`src/rtl/itmr_pkg.sv`:
```
package itmr_pkg;
  localparam int CTRL_W = 2;

  typedef enum logic [1:0] {
    ADDR_TS  = 2'd0,
    ADDR_RLD = 2'd1,
    ADDR_CTL = 2'd2,
    ADDR_STS = 2'd3
  } itmr_addr_e;

  typedef struct packed {
    logic tsLoad;
    logic rldLoad;
    logic ctlLoad;
    logic cntDec;
    logic cntReload;
  } itmr_strobe_t;
endpackage

```
`src/rtl/itmr_ctrl.sv`:
```
module itmr_ctrl
  import itmr_pkg::*;
(
  input  logic         clk,
  input  logic         rstN,
  input  logic         busWr,
  input  logic [1:0]   busAddr,
  input  logic         wBit0,
  input  logic         rldEn,
  input  logic         rldOneShot,
  input  logic         cntZero,
  output itmr_strobe_t strobe,
  output logic         pending,
  output logic         running
);
  logic armed;
  logic wrTs, wrRld, wrCtl, wrSts, busy, expire, stsClr;

  always_comb begin
    wrTs   = busWr && (busAddr == ADDR_TS);
    wrRld  = busWr && (busAddr == ADDR_RLD);
    wrCtl  = busWr && (busAddr == ADDR_CTL);
    wrSts  = busWr && (busAddr == ADDR_STS);
    busy   = wrRld | wrCtl;
    stsClr = wrSts & wBit0;
    running = rldEn & armed;
    expire  = running & cntZero & ~busy;
    strobe.tsLoad    = wrTs;
    strobe.rldLoad   = wrRld;
    strobe.ctlLoad   = wrCtl;
    strobe.cntDec    = running & ~cntZero & ~busy;
    strobe.cntReload = expire & ~rldOneShot;
  end

  always_ff @(posedge clk or negedge rstN) begin
    if (!rstN) begin
      pending <= 1'b0;
      armed   <= 1'b0;
    end else begin
      pending <= expire | (pending & ~stsClr);
      if (busy)
        armed <= 1'b1;
      else if (expire && rldOneShot)
        armed <= 1'b0;
    end
  end

  // an expiry is always visible as pending one clock later
  assert_pend_set_R7: assert property (@(posedge clk) disable iff (!rstN)
    (running && cntZero && !busy) |=> pending);

  // a clearing write with no expiry drops pending
  assert_w1c_clear_R8: assert property (@(posedge clk) disable iff (!rstN)
    (stsClr && !(running && cntZero && !busy)) |=> !pending);

  // one-shot expiry stops the timer
  assert_oneshot_stop_R6: assert property (@(posedge clk) disable iff (!rstN)
    (running && cntZero && rldOneShot && !busy) |=> !running);

  // writes to reload or control re-arm the timer
  assert_write_arms_R11: assert property (@(posedge clk) disable iff (!rstN)
    busy |=> armed);
endmodule

```
`src/rtl/itmr_datapath.sv`:
```
module itmr_datapath
  import itmr_pkg::*;
#(
  parameter int DATA_W = 32
) (
  input  logic              clk,
  input  logic              rstN,
  input  itmr_strobe_t      strobe,
  input  logic [DATA_W-1:0] busWdata,
  input  logic [1:0]        busAddr,
  input  logic              pending,
  input  logic              running,
  output logic [DATA_W-1:0] busRdata,
  output logic              rldEn,
  output logic              rldOneShot,
  output logic              cntZero
);
  localparam int TMO_W = DATA_W - CTRL_W;

  logic [DATA_W-1:0] tsCnt;
  logic [DATA_W-1:0] rldReg;
  logic [DATA_W-1:0] downCnt;
  logic [DATA_W-1:0] wrTimeout;
  logic [DATA_W-1:0] storedTimeout;

  assign wrTimeout     = {busWdata[DATA_W-1:CTRL_W], {CTRL_W{1'b0}}};
  assign storedTimeout = {rldReg[DATA_W-1:CTRL_W], {CTRL_W{1'b0}}};
  assign rldEn      = rldReg[0];
  assign rldOneShot = rldReg[1];
  assign cntZero    = (downCnt == '0);

  always_ff @(posedge clk or negedge rstN) begin
    if (!rstN)
      tsCnt <= '0;
    else if (strobe.tsLoad)
      tsCnt <= busWdata;
    else
      tsCnt <= tsCnt + 1'b1;
  end

  always_ff @(posedge clk or negedge rstN) begin
    if (!rstN)
      rldReg <= '0;
    else if (strobe.rldLoad)
      rldReg <= busWdata;
    else if (strobe.ctlLoad)
      rldReg <= {rldReg[DATA_W-1:CTRL_W], busWdata[CTRL_W-1:0]};
  end

  always_ff @(posedge clk or negedge rstN) begin
    if (!rstN)
      downCnt <= '0;
    else if (strobe.rldLoad)
      downCnt <= wrTimeout;
    else if (strobe.cntReload)
      downCnt <= storedTimeout;
    else if (strobe.cntDec)
      downCnt <= downCnt - 1'b1;
  end

  always_comb begin
    unique case (busAddr)
      ADDR_TS:  busRdata = tsCnt;
      ADDR_RLD: busRdata = rldReg;
      ADDR_CTL: busRdata = downCnt;
      default:  busRdata = {{(DATA_W-2){1'b0}}, running, pending};
    endcase
  end

  // timestamp advances by one when not loaded
  assert_ts_count_R1: assert property (@(posedge clk) disable iff (!rstN)
    !strobe.tsLoad |=> tsCnt == $past(tsCnt) + 1'b1);

  // a loaded count never carries the option bits
  assert_cnt_align_R3: assert property (@(posedge clk) disable iff (!rstN)
    strobe.rldLoad |=> downCnt[CTRL_W-1:0] == '0);

  // with no strobe the count is frozen
  assert_cnt_hold_R4: assert property (@(posedge clk) disable iff (!rstN)
    !(strobe.cntDec || strobe.cntReload || strobe.rldLoad) |=> $stable(downCnt));

  // control alias leaves the timeout bits alone
  assert_ctl_keeps_R9: assert property (@(posedge clk) disable iff (!rstN)
    (strobe.ctlLoad && !strobe.rldLoad) |=>
      rldReg[DATA_W-1:CTRL_W] == $past(rldReg[DATA_W-1:CTRL_W]));

  // the count leaves zero only by reload or a fresh load
  assert_zero_exit_R5: assert property (@(posedge clk) disable iff (!rstN)
    (cntZero && !strobe.rldLoad && !strobe.cntReload) |=> cntZero);

  logic unusedTmo;
  assign unusedTmo = (TMO_W > 0) ? 1'b0 : 1'b1;
endmodule

```
`src/rtl/itmr_top.sv`:
```
module itmr_top
  import itmr_pkg::*;
#(
  parameter int DATA_W = 32
) (
  input  logic              clk,
  input  logic              rstN,
  input  logic              busWr,
  input  logic [1:0]        busAddr,
  input  logic [DATA_W-1:0] busWdata,
  output logic [DATA_W-1:0] busRdata,
  output logic              irq
);
  itmr_strobe_t strobe;
  logic pending, running, rldEn, rldOneShot, cntZero;

  itmr_ctrl u_ctrl (
    .clk        (clk),
    .rstN       (rstN),
    .busWr      (busWr),
    .busAddr    (busAddr),
    .wBit0      (busWdata[0]),
    .rldEn      (rldEn),
    .rldOneShot (rldOneShot),
    .cntZero    (cntZero),
    .strobe     (strobe),
    .pending    (pending),
    .running    (running)
  );

  itmr_datapath #(.DATA_W(DATA_W)) u_dp (
    .clk        (clk),
    .rstN       (rstN),
    .strobe     (strobe),
    .busWdata   (busWdata),
    .busAddr    (busAddr),
    .pending    (pending),
    .running    (running),
    .busRdata   (busRdata),
    .rldEn      (rldEn),
    .rldOneShot (rldOneShot),
    .cntZero    (cntZero)
  );

  assign irq = pending;
endmodule

```
`config.mk`:
```
export PLATFORM = sky130hd
export DESIGN_NAME = itmr_top
export DESIGN_NICKNAME = d
export VERILOG_FILES = /design/src/rtl/itmr_pkg.sv /design/src/rtl/itmr_ctrl.sv /design/src/rtl/itmr_datapath.sv /design/src/rtl/itmr_top.sv
export SDC_FILE = /design/constraint.sdc
export NUM_CORES = 1
export LEC_CHECK = 0
export ABC_AREA = 1
export BUFFER_PORTS_ARGS = -buffer_cell sky130_fd_sc_hd__buf_2
export CAP_MARGIN = 20
export CORE_MARGIN = 2
export CORE_UTILIZATION = 35
export CTS_CLUSTER_DIAMETER = 50
export CTS_CLUSTER_SIZE = 24
export DETAILED_ROUTE_END_ITERATION = 8
export PLACE_DENSITY = 0.53
export RECOVER_POWER = 25
export REMOVE_ABC_BUFFERS = 1
export SLEW_MARGIN = 15
export SYNTH_ARGS = -nofsm -noshare
export SYNTH_HDL_FRONTEND = slang
export SYNTH_SLANG_ARGS = --single-unit
```
`constraint.sdc`:
```
create_clock -name clk -period 2.7 [get_ports clk]
set_input_delay 0.135 -clock clk [delete_from_list [all_inputs] [get_ports clk]]
set_output_delay 0.135 -clock clk [all_outputs]
set_load 0.02 [all_outputs]
```
After elaboration in Yosys (flattened, before gate mapping)
Index checks and enable logic that the tools add are counted.
- register bits: 98
- latch bits: 0
- bits in writable memories: 0
- ROM bits: 0
- input port bits: 37
- memories: 0
- $add $sub $neg: 2
- multipliers: 0
- div/mod/pow operators: 0
- magnitude comparators: 0
- equal/unequal tests: 3
- shift operators: 0
- muxes and demuxes: 9
- bitwise logic cells: 14
- reductions and logical operators: 10
- operators by type and width (operator ; number):
    $mux W32 ; 5
    $pmux W32 S3 ; 1
    $add A32 B1 Y32 const B ; 1
    $logic_not A32 Y1 ; 1
    $sub A32 B1 Y32 const B ; 1
    $and A1 B1 Y1 ; 8
    $logic_and A1 B1 Y1 ; 5
    $eq A2 B2 Y1 const B ; 2
    $not A1 Y1 ; 4
    $reduce_bool A2 Y1 ; 2
    $reduce_bool A3 Y1 ; 1
    $eq A2 B1 Y1 const B ; 1
    $logic_not A2 Y1 ; 1
    $mux W1 ; 2
    $mux W2 ; 1
    $or A1 B1 Y1 ; 2

Depth between registers and ports, before layout
Gate-level depths: netlist (run 1).
- depth after elaboration: 8
- mapped depth: 14
- gate-level depth less buffers: 13

Cells and area by module
From an unflattened synthesis (run 1), not the netlist that was laid out.
- cells, all modules: 970
- area, all modules: 6620.1 um2
- by module, submodules not included (module ; times used ; cells each ; area an instance (um2)):
    itmr_datapath ; 1 ; 941 ; 6426.2
    itmr_ctrl ; 1 ; 29 ; 193.9

Worst setup path after synthesis (run 1)
OpenSTA, ideal clock, no wires.
- path type: flip-flop to flip-flop
- start: register u_dp.downCnt[0]
- end: register u_dp.downCnt[29]
- arrival time: 1.802 ns
- data required time: 2.580 ns
- slack: 0.778 ns
- stages on the path, launching flop included: 14
- clock period less this slack: 1.922 ns
- cell sequence: dfrtp_1 inv_1 ha_1 nand2_1 nor2_4 inv_1 nor2_2 nand4_1 buf_2 nand2_4 buf_4 nand3_1 o21ai_0 nor2_1
- longest elaborated chain between the ends: 6
- ends and longest elaborated chain (element ; line ; text):
    start: declaration ; itmr_datapath.sv:22 ; logic [DATA_W-1:0] downCnt;
    start signal: assignment ; itmr_datapath.sv:54 ; downCnt <= wrTimeout;
    start signal: assignment ; itmr_datapath.sv:56 ; downCnt <= storedTimeout;
    start signal: assignment ; itmr_datapath.sv:58 ; downCnt <= downCnt - 1'b1;
    parallel branches: the longest is 6 deep, another holds $sub A32 B1 Y32 ; - ;
Several ways; the timed one is not identified. The select of a mux whose other input is x is not followed.
A chain may end at the register's enable or synchronous reset.

Worst setup path in the final report (run 1)
- start: input busAddr[0]
- end: register u_dp.downCnt[7]
- longest elaborated chain between the ends: 8
- ends and longest elaborated chain (element ; line ; text):
    start: declaration ; itmr_top.sv:9 ; input logic [1:0] busAddr,
    $eq A2 B1 Y1 or $eq A2 B2 Y1 (tied branches) ; itmr_ctrl.sv:21, itmr_ctrl.sv:22 ;
    $logic_and A1 B1 Y1 (on tied branches) ; itmr_ctrl.sv:21, itmr_ctrl.sv:22 ;
    $or A1 B1 Y1 ; itmr_ctrl.sv:24 ; busy = wrRld | wrCtl;
    $not A1 Y1 ; itmr_ctrl.sv:27, itmr_ctrl.sv:31 ;
    $and A1 B1 Y1 ; itmr_ctrl.sv:27 ; expire = running & cntZero & ~busy;
    $and A1 B1 Y1 ; itmr_ctrl.sv:32 ; strobe.cntReload = expire & ~rldOneShot;
    $mux W32 ; itmr_datapath.sv:55 ; else if (strobe.cntReload)
    $mux W32 ; itmr_datapath.sv:53 ; else if (strobe.rldLoad)
Several ways; a longest one is shown, not always the timed one.

==> results of run 1 <==
metal layers:
metal,vias up,share of wire [%]
li1,3228,-
met1,3065,48
met2,186,45
met3,23,5.4
met4,0,1.9
met5,-,0
logic make-up (layout without fill, tap and decap cells):
kind of cell | Yosys count | in the layout | share of synthesized area [%]
DFF | 98 | 98 | 38.7
and+or+nand+nor | 591 | 591 | 38.5
xor gates and xnor gates | 39 | 39 | 5.39
buffers and inverters | 123 | 224 | 7.90
adders and majority gates | 2 | 2 | 0.395
AOI/OAI and AO/OA | 95 | 95 | 9.11
power breakdown:
part | internal (µW) | leakage, µW | total [µW] | switching [µW]
Clock | 840 | 0.000149 | 1460 | 617
Combinational | 696 | 0.00238 | 1940 | 1250
Sequential | 1850 | 0.00117 | 2300 | 451
Total | 3390 | 0.00370 | 5700 | 2310
critical path: stages:
cell	delay (ps)
clkbuf_1	480
nand3_1	550
nand3_1	290
nor2_1	120
nand4_1	230
nand3_2	350
buf_4	320
nand2_1	70
inv_1	40
a21oi_1	110
flip-flops by register name (all words and copies together), names as in the netlist:
signal,cells
u_ctrl.armed,1
u_dp.rldReg,32
u_dp.tsCnt,32
u_dp.downCnt,32
u_ctrl.pending,1
area by class of cell:
| cell class | count | area share [%] |
|---|---|---|
| clock buffers | 12 | 3.27 |
| clock inverters | 4 | 0.997 |
| flip-flops and latches | 98 | 32.6 |
| repair buffers | 119 | 10.1 |
| inverters | 89 | 4.43 |
| well taps | 229 | 3.80 |
| multi-input cells | 727 | 44.8 |
synthesized netlist by cell type (all sizes together):
| library cell | count | area share, % |
|---|---|---|
| nand2 | 316 | 19 |
| nor2 | 165 | 10 |
| dfrtp | 98 | 39 |
| inv | 87 | 5.2 |
| nand3 | 73 | 6.0 |
| o21ai | 45 | 3.6 |
| xor2 | 28 | 3.9 |
| nand4 | 21 | 2.1 |
| buf | 20 | 1.8 |
| clkbuf | 14 | 0.83 |
| o211ai | 14 | 1.7 |
| a21oi | 13 | 1.0 |
| o221ai | 13 | 1.8 |
| xnor2 | 11 | 1.5 |
| nor3 | 9 | 0.71 |
| a31oi | 7 | 0.69 |
| and3 | 2 | 0.20 |
| clkinv | 2 | 0.12 |
| ha | 2 | 0.40 |
| nor4 | 2 | 0.20 |
| o2111ai | 2 | 0.28 |
| nand3b | 1 | 0.12 |
| nor3b | 1 | 0.12 |
| o22ai | 1 | 0.099 |
| or2 | 1 | 0.099 |
worst max path at each step:
| stage | from | endpoint | depth (start not counted) |
|---|---|---|---|
| floorplan | busAddr[0] | u_dp.tsCnt[30]$_DFF_PN0_ | 6 |
| global placement | u_dp.downCnt[0]$_DFFE_PN0P_ | u_dp.downCnt[13]$_DFFE_PN0P_ | 12 |
| detailed placement | u_dp.downCnt[0]$_DFFE_PN0P_ | u_dp.downCnt[22]$_DFFE_PN0P_ | 12 |
| CTS | u_dp.downCnt[0]$_DFFE_PN0P_ | u_dp.downCnt[7]$_DFFE_PN0P_ | 13 |
| global route | u_dp.downCnt[0]$_DFFE_PN0P_ | u_dp.downCnt[6]$_DFFE_PN0P_ | 13 |
| finish | busAddr[0] | u_dp.downCnt[7]$_DFFE_PN0P_ | 10 |
placed cells by master, fill, tap and decap left out, types with 19 or more instances in the layout:
cell / netlist / routed
dfrtp_1: 98 / 98
buf_4: 3 / 30
nand3_1: 71 / 72
nor2_1: 161 / 160
inv_1: 84 / 84
nand4_1: 21 / 21
dlygate4sd3_1: 0 / 19
nand2_1: 314 / 314
buf_2: 10 / 67
o21ai_0: 38 / 38
xor2_1: 28 / 28
metrics by stage:
stage                     TNS [ps]  utilization (%)
after floorplan              -2710                -
after global placement           0             39.5
after detailed placement         0             39.5
after CTS                        0             42.4
after global routing             0             42.2
final                            0             42.2
what timing repair did:
| item | CTS | global route |
|---|---|---|
| hold buffers | 19 | 0 |
| hold endpoints to repair | 54 | 0 |
| setup buffers | 0 | 0 |
==> impl_metrics.env, run 1 <==
export IMPL_status="completed"
export IMPL_syn_area_mm2=0.00633
export IMPL_antenna_cells=0
export IMPL_hold_viol_final=0
export IMPL_whs_ps=1.42
export IMPL_htreeDepth=3
export IMPL_slew_viol_final=0
export IMPL_grt_pass1_wl_um=36300
export IMPL_hpwl_um=17400
export IMPL_nFillCells=1942
export IMPL_clockRootBuffer="clkbuf_16"
export IMPL_placementRows=49
export IMPL_use_met2_pct=39.1
export IMPL_r2r_end="u_dp.downCnt[7]$_DFFE_PN0P_"
export IMPL_core_mm2=0.0178
export IMPL_antenna_found_initial=0
export IMPL_relSlewSlack_pct=24.6
export IMPL_dieHeight_um=139
export IMPL_insertion_delay_ps=370
export IMPL_seq_area_mm2=0.00245
export IMPL_multi_input_area_mm2=0.00337
export IMPL_cts_tree="yes"
export IMPL_cts_sinks=98
export IMPL_leakage_uw=0.00370
export IMPL_max_freq_mhz=414
export IMPL_hold_start="busWdata[3]"
export IMPL_maxCapViolCount=0
export IMPL_syn_avg_cell_area_um2=6.68
export IMPL_drive_gt1_share_pct=11.9
export IMPL_critical_path_max_fanout=13
export IMPL_nets=1083
export IMPL_reg2reg_from="u_dp.downCnt[0]$_DFFE_PN0P_"
export IMPL_hold_depth=3
export IMPL_ir_drop_mv=0.394
export IMPL_cp_data_required_time_ps=2990
export IMPL_cp_end_kind="flop"
export IMPL_grt_max_degree=39
export IMPL_drt_pass1_iterations=5
export IMPL_use_met1_pct=34.7
export IMPL_p_total_uw=5700
export IMPL_drt_iter0_drc=489
export IMPL_grt_pass1_vias=6329
export IMPL_instances_no_fill=1278
export IMPL_ant_nets=0
export IMPL_dr_total_vias=6502
export IMPL_wirelength_um=23200
export IMPL_start_kind="input port"
export IMPL_design_area_mm2=0.00753
export IMPL_setup_slack_ps=282
export IMPL_cellPowerDensity_mw_per_mm2=757
export IMPL_reg2reg_slack_ps=320
export IMPL_numPortBuffers=69
export IMPL_grt_busiest_layer="met2"
export IMPL_cts_resized=0
export IMPL_dp_cells=1243
export IMPL_ys_seq_elements=98
export IMPL_syn_inst=948
export IMPL_grt_use_total_pct=24.6
export IMPL_dieArea_mm2=0.0192
export IMPL_clock_path_buffers=2
export IMPL_initial_core_util_pct=35.5
export IMPL_path_clk_slew_ps=70
export IMPL_io_pins=70
export IMPL_placed_area_mm2=0.00705
export IMPL_viasPerCell=5.09
export IMPL_arrival_ps=2710
export IMPL_synth_warnings=0
export IMPL_fin_crit_sh_pct=89.5
export IMPL_tightest_slew_ps=1130
export IMPL_grtUsageMet3_pct=4.05
export IMPL_min_to="u_dp.tsCnt[3]$_DFF_PN0_"
export IMPL_drcViolationCount=0
export IMPL_finalSetupViolCount=0
export IMPL_pre_cts_slack_ps=350
export IMPL_rsz0062_at_grt="no"
export IMPL_place_congestion=0.906
export IMPL_reg2regPathDepth=13
export IMPL_min_period_ps=2420
export IMPL_crit_type="input port to flop"
export IMPL_die_w_um=139
export IMPL_overflow=0
export IMPL_seq_area_frac_synth_pct=38.7
export IMPL_skew_ps=10.1
export IMPL_cts_buffers_inserted=9
export IMPL_hold_class="input port to flop"
export IMPL_area_growth_synth_to_final_pct=19.0
export IMPL_ys_types=36
export IMPL_wl_per_cell_um=18.2
No activity file was read; power rests on OpenSTA's default activity.
==> run 2, diff against run 1 <==
- SETUP_SLACK_MARGIN: not set -> 0.5
==> impl_metrics.env, run 2 (same netlist as run 1, synthesis figures left out) <==
export IMPL_status="completed"
export IMPL_fin_setup_tns_ps=0
export IMPL_drcViolationCount=0
export IMPL_rsz0062_at_grt="yes"
export IMPL_cp_num_buf_inv=4
export IMPL_min_period_ps=2270
export IMPL_insertion_delay_ps=360
export IMPL_hold_class="input port to flop"
export IMPL_dieHeight_um=139
export IMPL_die_w_um=139
export IMPL_dieArea_mm2=0.0192
export IMPL_setup_slack_ps=429
export IMPL_start_kind="input port"
export IMPL_drive_gt1_share_pct=15.5
export IMPL_clock_path_buffers=2
export IMPL_drt_pass1_iterations=5
export IMPL_nets=1098
export IMPL_critical_path_top_delay_family="buffers and inverters"
export IMPL_tightest_slew_ps=1120
export IMPL_htreeDepth=3
export IMPL_numPortBuffers=69
export IMPL_drt_iter0_drc=467
export IMPL_intPower_uw=3470
export IMPL_place_congestion=0.906
export IMPL_clockRootBuffer="clkbuf_16"
export IMPL_path_clk_slew_ps=70
export IMPL_crit_type="input port to flop"
export IMPL_cp_common_cell="nand2_1"
export IMPL_io_pins=70
export IMPL_design_area_mm2=0.00775
export IMPL_grt_use_total_pct=24.8
export IMPL_cp_data_required_time_ps=3000
export IMPL_skew_ps=8.29
export IMPL_top_regs="u_dp.downCnt x32, u_dp.rldReg x32, u_dp.tsCnt x32"
export IMPL_cp_end_kind="flop"
export IMPL_switchingPower_uw=2370
export IMPL_cts_tree="yes"
export IMPL_wl_per_cell_um=18.3
export IMPL_switching_share_pct=40.6
export IMPL_grt_max_degree=39
export IMPL_dr_total_vias=6593
export IMPL_ant_nets=0
export IMPL_maxCapViolCount=0
export IMPL_initial_core_util_pct=35.5
export IMPL_placed_area_mm2=0.00705
export IMPL_final_common_cell="nand2_1"
export IMPL_grt_pass1_vias=6391
export IMPL_ir_drop_mv=0.400
export IMPL_antenna_found_initial=0
export IMPL_overflow=0
export IMPL_finalSetupViolCount=0
export IMPL_core_mm2=0.0178
export IMPL_wirelength_um=23600
export IMPL_p_total_uw=5840
export IMPL_area_growth_synth_to_final_pct=22.4
export IMPL_hpwl_um=17400
export IMPL_p_clk_share_pct=24.9
export IMPL_fin_crit_sh_pct=84.1
export IMPL_hold_viol_final=0
export IMPL_antenna_cells=0
export IMPL_pre_cts_slack_ps=350
export IMPL_power_frac_comb_pct=35.2
export IMPL_cellPowerDensity_mw_per_mm2=753
export IMPL_max_freq_mhz=440
export IMPL_viasPerCell=5.10
export IMPL_cts_buffers_inserted=9
export IMPL_arrival_ps=2580
export IMPL_crit_chain="buf_2 -> nand3_1 -> inv_1 -> buf_4 -> nand2_1 -> nand2_1 -> nand2_1 -> o21ai_1 -> nand2_1 -> inv_1"
export IMPL_cts_sinks=98
export IMPL_leakage_uw=0.00377
export IMPL_critical_path_max_fanout=16
export IMPL_grt_pass1_wl_um=36600
export IMPL_nFillCells=1930
export IMPL_slew_viol_final=0
export IMPL_relSlewSlack_pct=25.6
export IMPL_slowest_delay_ps=740
export IMPL_placementRows=49
export IMPL_crit_slowest_cell="inv_1"
export IMPL_p_seq_share_pct=39.9
export IMPL_layout_common_cells="313 x nand2_1, 151 x nor2_1, 93 x dfrtp_1, 81 x inv_1, 72 x nand3_1"
[run 2: cell types whose count changed in the layout (fill, tap and decap cells not counted), sizes merged]
cell	change
buf	+13
clkinv	-1
clkinvlp	+2
inv	-1
nand2	+1
nand3	+1
[run 2: final timing paths]
kind | start | end | slack [ps] | depth (start not counted)
max reg2reg | u_dp.tsCnt[3]$_DFF_PN0_ | u_dp.tsCnt[25]$_DFF_PN0_ | 580 | 8
max in group asynchronous | rstN | u_dp.tsCnt[25]$_DFF_PN0_ | 780 | 3
max | busAddr[0] | u_dp.downCnt[10]$_DFFE_PN0P_ | 430 | 10
min in group asynchronous | rstN | u_dp.tsCnt[16]$_DFF_PN0_ | 510 | 2
min | busWdata[3] | u_dp.tsCnt[3]$_DFF_PN0_ | 1 | 3
min reg2reg | u_dp.rldReg[11]$_DFFE_PN0P_ | u_dp.rldReg[11]$_DFFE_PN0P_ | 500 | 2
[run 2: area by class of cell]
class	count	area (µm²)	share of cell area (%)
multi-input combinational	729	3460	44.7
sequential	98	2460	31.7
timing repair buffer	132	880	11.4
inverter	89	342	4.41
tap	229	287	3.70
clock buffer	12	246	3.18
clock inverter	4	75.1	0.969
[run 2: worst reg2reg max path: stages (launching register included)]
cell and delay [ps]:
dfrtp_1 430, nand2_1 100, nor2_1 230, nand2_1 200, nor2_1 200, nand2_1 240
nor2_2 340, nand3_1 110, a31oi_1 180
[run 2: per-stage QoR]
step | instances | util, % | hold slack [ps]
floorplan | 914 | - | -161
global placement | 1243 | 39.5 | 168
detailed placement | 1243 | 39.5 | 173
CTS | 1281 | 42.7 | 2.54
global route | 1293 | 43.4 | 13.1
finish | 1293 | 43.4 | 1.34
[run 2: metal layers]
metal  global-route usage [%]  wire length, µm
met5                        0                0
met4                     7.47              556
met3                     4.05             1300
met2                     39.3            10600
met1                     34.9            11100
[run 2: what timing repair did]
item | 4_1_cts | 5_1_grt
cloned | 1 | 1
endpoints found under the setup margin | 32 | 43
gates resized for setup | 7 | 26
hold buffers | 19 | 0
endpoints found under the hold margin | 54 | 0
pin swaps | 1 | 4
buffers inserted | 2 | 11
[run 2: power groups by stage]
stage	Combinational, µW	Sequential (µW)	Clock [µW]
final	2050	2330	1450
after global routing	2320	2380	1520
after CTS	1970	2290	1470
after detailed placement	1920	2310	0
after global placement	1910	2310	0
after floorplan	1330	2180	0
==> run 3, diff against run 2 <==
- clock period: 2.7 -> 2.25 ns (I/O delays scaled with it)
==> impl_metrics.env, run 3 (same netlist as run 1, synthesis figures left out) <==
export IMPL_hold_viol_final=0
export IMPL_wirelength_um=24400
export IMPL_path_clk_slew_ps=70
export IMPL_top_regs="u_dp.downCnt x32, u_dp.rldReg x32, u_dp.tsCnt x32"
export IMPL_finalSetupViolCount=0
export IMPL_crit_slowest_cell="dfrtp_1"
export IMPL_drt_iter0_drc=501
export IMPL_antenna_found_initial=0
export IMPL_dr_total_vias=6929
export IMPL_power_frac_comb_pct=44.3
export IMPL_clock_path_buffers=2
export IMPL_initial_core_util_pct=35.5
export IMPL_grt_max_degree=53
export IMPL_tightest_slew_ps=1110
export IMPL_place_congestion=0.915
export IMPL_seq_area_mm2=0.00246
export IMPL_multi_input_area_mm2=0.00390
export IMPL_fin_setup_tns_ps=0
export IMPL_crit_chain="nor2_4 -> nand2_2 -> nor2_4 -> nand2_2 -> nor2_4 -> nand2_2 -> nand2_4 -> nand3_4 -> buf_12 -> buf_12 -> o21ai_1 -> nor2_1"
export IMPL_cts_buffers_inserted=9
export IMPL_grt_use_total_pct=24.9
export IMPL_placementRows=49
export IMPL_min_period_ps=1930
export IMPL_maxCapViolCount=0
export IMPL_core_mm2=0.0178
export IMPL_start_kind="flop"
export IMPL_leakage_uw=0.00429
export IMPL_hold_class="input port to flop"
export IMPL_status="completed"
export IMPL_skew_ps=8.63
export IMPL_setup_slack_ps=324
export IMPL_cp_data_required_time_ps=2500
export IMPL_slowest_delay_ps=420
export IMPL_layout_common_cells="288 x nand2_1, 117 x nor2_1, 94 x dfrtp_1, 81 x buf_4, 76 x inv_1"
export IMPL_grt_pass1_vias=6633
export IMPL_nets=1168
export IMPL_switchingPower_uw=3190
export IMPL_viasPerCell=5.09
export IMPL_cp_end_kind="flop"
export IMPL_dieHeight_um=139
export IMPL_dieArea_mm2=0.0192
export IMPL_grt_pass1_wl_um=37300
export IMPL_io_pins=70
export IMPL_drt_pass1_iterations=7
export IMPL_max_freq_mhz=519
export IMPL_critical_path_max_fanout=8
export IMPL_intPower_uw=4700
export IMPL_whs_ps=17.0
export IMPL_slew_viol_final=0
export IMPL_drcViolationCount=0
export IMPL_area_growth_synth_to_final_pct=41.0
export IMPL_ir_drop_mv=0.471
export IMPL_crit_type="flop to flop"
export IMPL_nFillCells=1804
export IMPL_critical_path_top_delay_family="simple AND/OR/NAND/NOR gates"
export IMPL_ant_nets=0
export IMPL_relSlewSlack_pct=25.8
export IMPL_p_seq_share_pct=34.4
export IMPL_arrival_ps=2180
export IMPL_antenna_cells=0
export IMPL_p_clk_share_pct=21.4
export IMPL_overflow=0
export IMPL_die_w_um=139
export IMPL_final_common_cell="nand2_1"
export IMPL_pre_cts_slack_ps=22.5
export IMPL_fin_crit_sh_pct=85.6
export IMPL_htreeDepth=3
export IMPL_switching_share_pct=40.5
export IMPL_numPortBuffers=69
export IMPL_cts_tree="yes"
export IMPL_clockRootBuffer="clkbuf_16"
export IMPL_rsz0062_at_grt="yes"
export IMPL_insertion_delay_ps=360
export IMPL_hpwl_um=17800
export IMPL_wl_per_cell_um=17.9
export IMPL_cts_sinks=98
export IMPL_cp_num_buf_inv=2
export IMPL_cellPowerDensity_mw_per_mm2=884
export IMPL_drive_gt1_share_pct=27.4
[run 3: tightest hold or removal path, cell delays in order]
cell	delay, ps
buf_2	90
nand2_1	80
nand2_1	60
[run 3: final timing paths]
check,from,cells past startpoint,endpoint,slack [ps]
setup / recovery,u_dp.downCnt[8]$_DFFE_PN0P_,12,u_dp.downCnt[29]$_DFFE_PN0P_,320
hold / removal,busWdata[13],3,u_dp.rldReg[13]$_DFFE_PN0P_,20
setup reg to reg,u_dp.downCnt[8]$_DFFE_PN0P_,12,u_dp.downCnt[29]$_DFFE_PN0P_,320
hold reg to reg,u_dp.rldReg[18]$_DFFE_PN0P_,2,u_dp.rldReg[18]$_DFFE_PN0P_,510
max in group asynchronous,rstN,3,u_dp.tsCnt[2]$_DFF_PN0_,710
min in group asynchronous,rstN,2,u_dp.tsCnt[13]$_DFF_PN0_,480
[run 3: final cells by class]
class,count,area share (%)
well taps,229,3.21
repair buffers,204,18.3
flip-flops and latches,98,27.5
inverters,89,3.85
clock inverters,3,0.729
clock buffers,12,2.65
multi-input cells,727,43.7
[run 3: power groups by stage]
stage / combinational [µW] / sequential, µW / clock [µW]
global route: 3830 / 2750 / 1790
floorplan: 1590 / 2620 / 0
CTS: 3020 / 2650 / 1720
global placement: 2640 / 2670 / 0
finish: 3490 / 2710 / 1680
detailed placement: 2640 / 2670 / 0
[run 3: metrics by stage]
step	power (µW)	instances	util, %	instance area, µm²
after floorplan	4210	914	-	6170
after global placement	5310	1271	40.9	7300
after detailed placement	5310	1271	40.9	7300
after CTS	7380	1335	46.8	8350
after global routing	8370	1362	50.0	8930
final	7890	1362	50.0	8930
[run 3: metal layers]
| metal | wire, µm | global-route usage [%] | up-vias | part of all wire [%] |
|---|---|---|---|---|
| li1 | - | - | 3418 | - |
| met1 | 11100 | 34.8 | 3278 | 46 |
| met2 | 11200 | 39.6 | 205 | 46 |
| met3 | 1420 | 3.84 | 28 | 5.8 |
| met4 | 593 | 8.49 | 0 | 2.4 |
| met5 | 0 | 0 | - | 0 |
[run 3: what timing repair did]
item	4_1_cts	5_1_grt
cloned	1	1
gates resized for setup	85	105
hold buffers	27	0
endpoints found under the hold margin	106	0
setup endpoints to repair	61	49
setup buffers	21	26
pin swaps	14	42
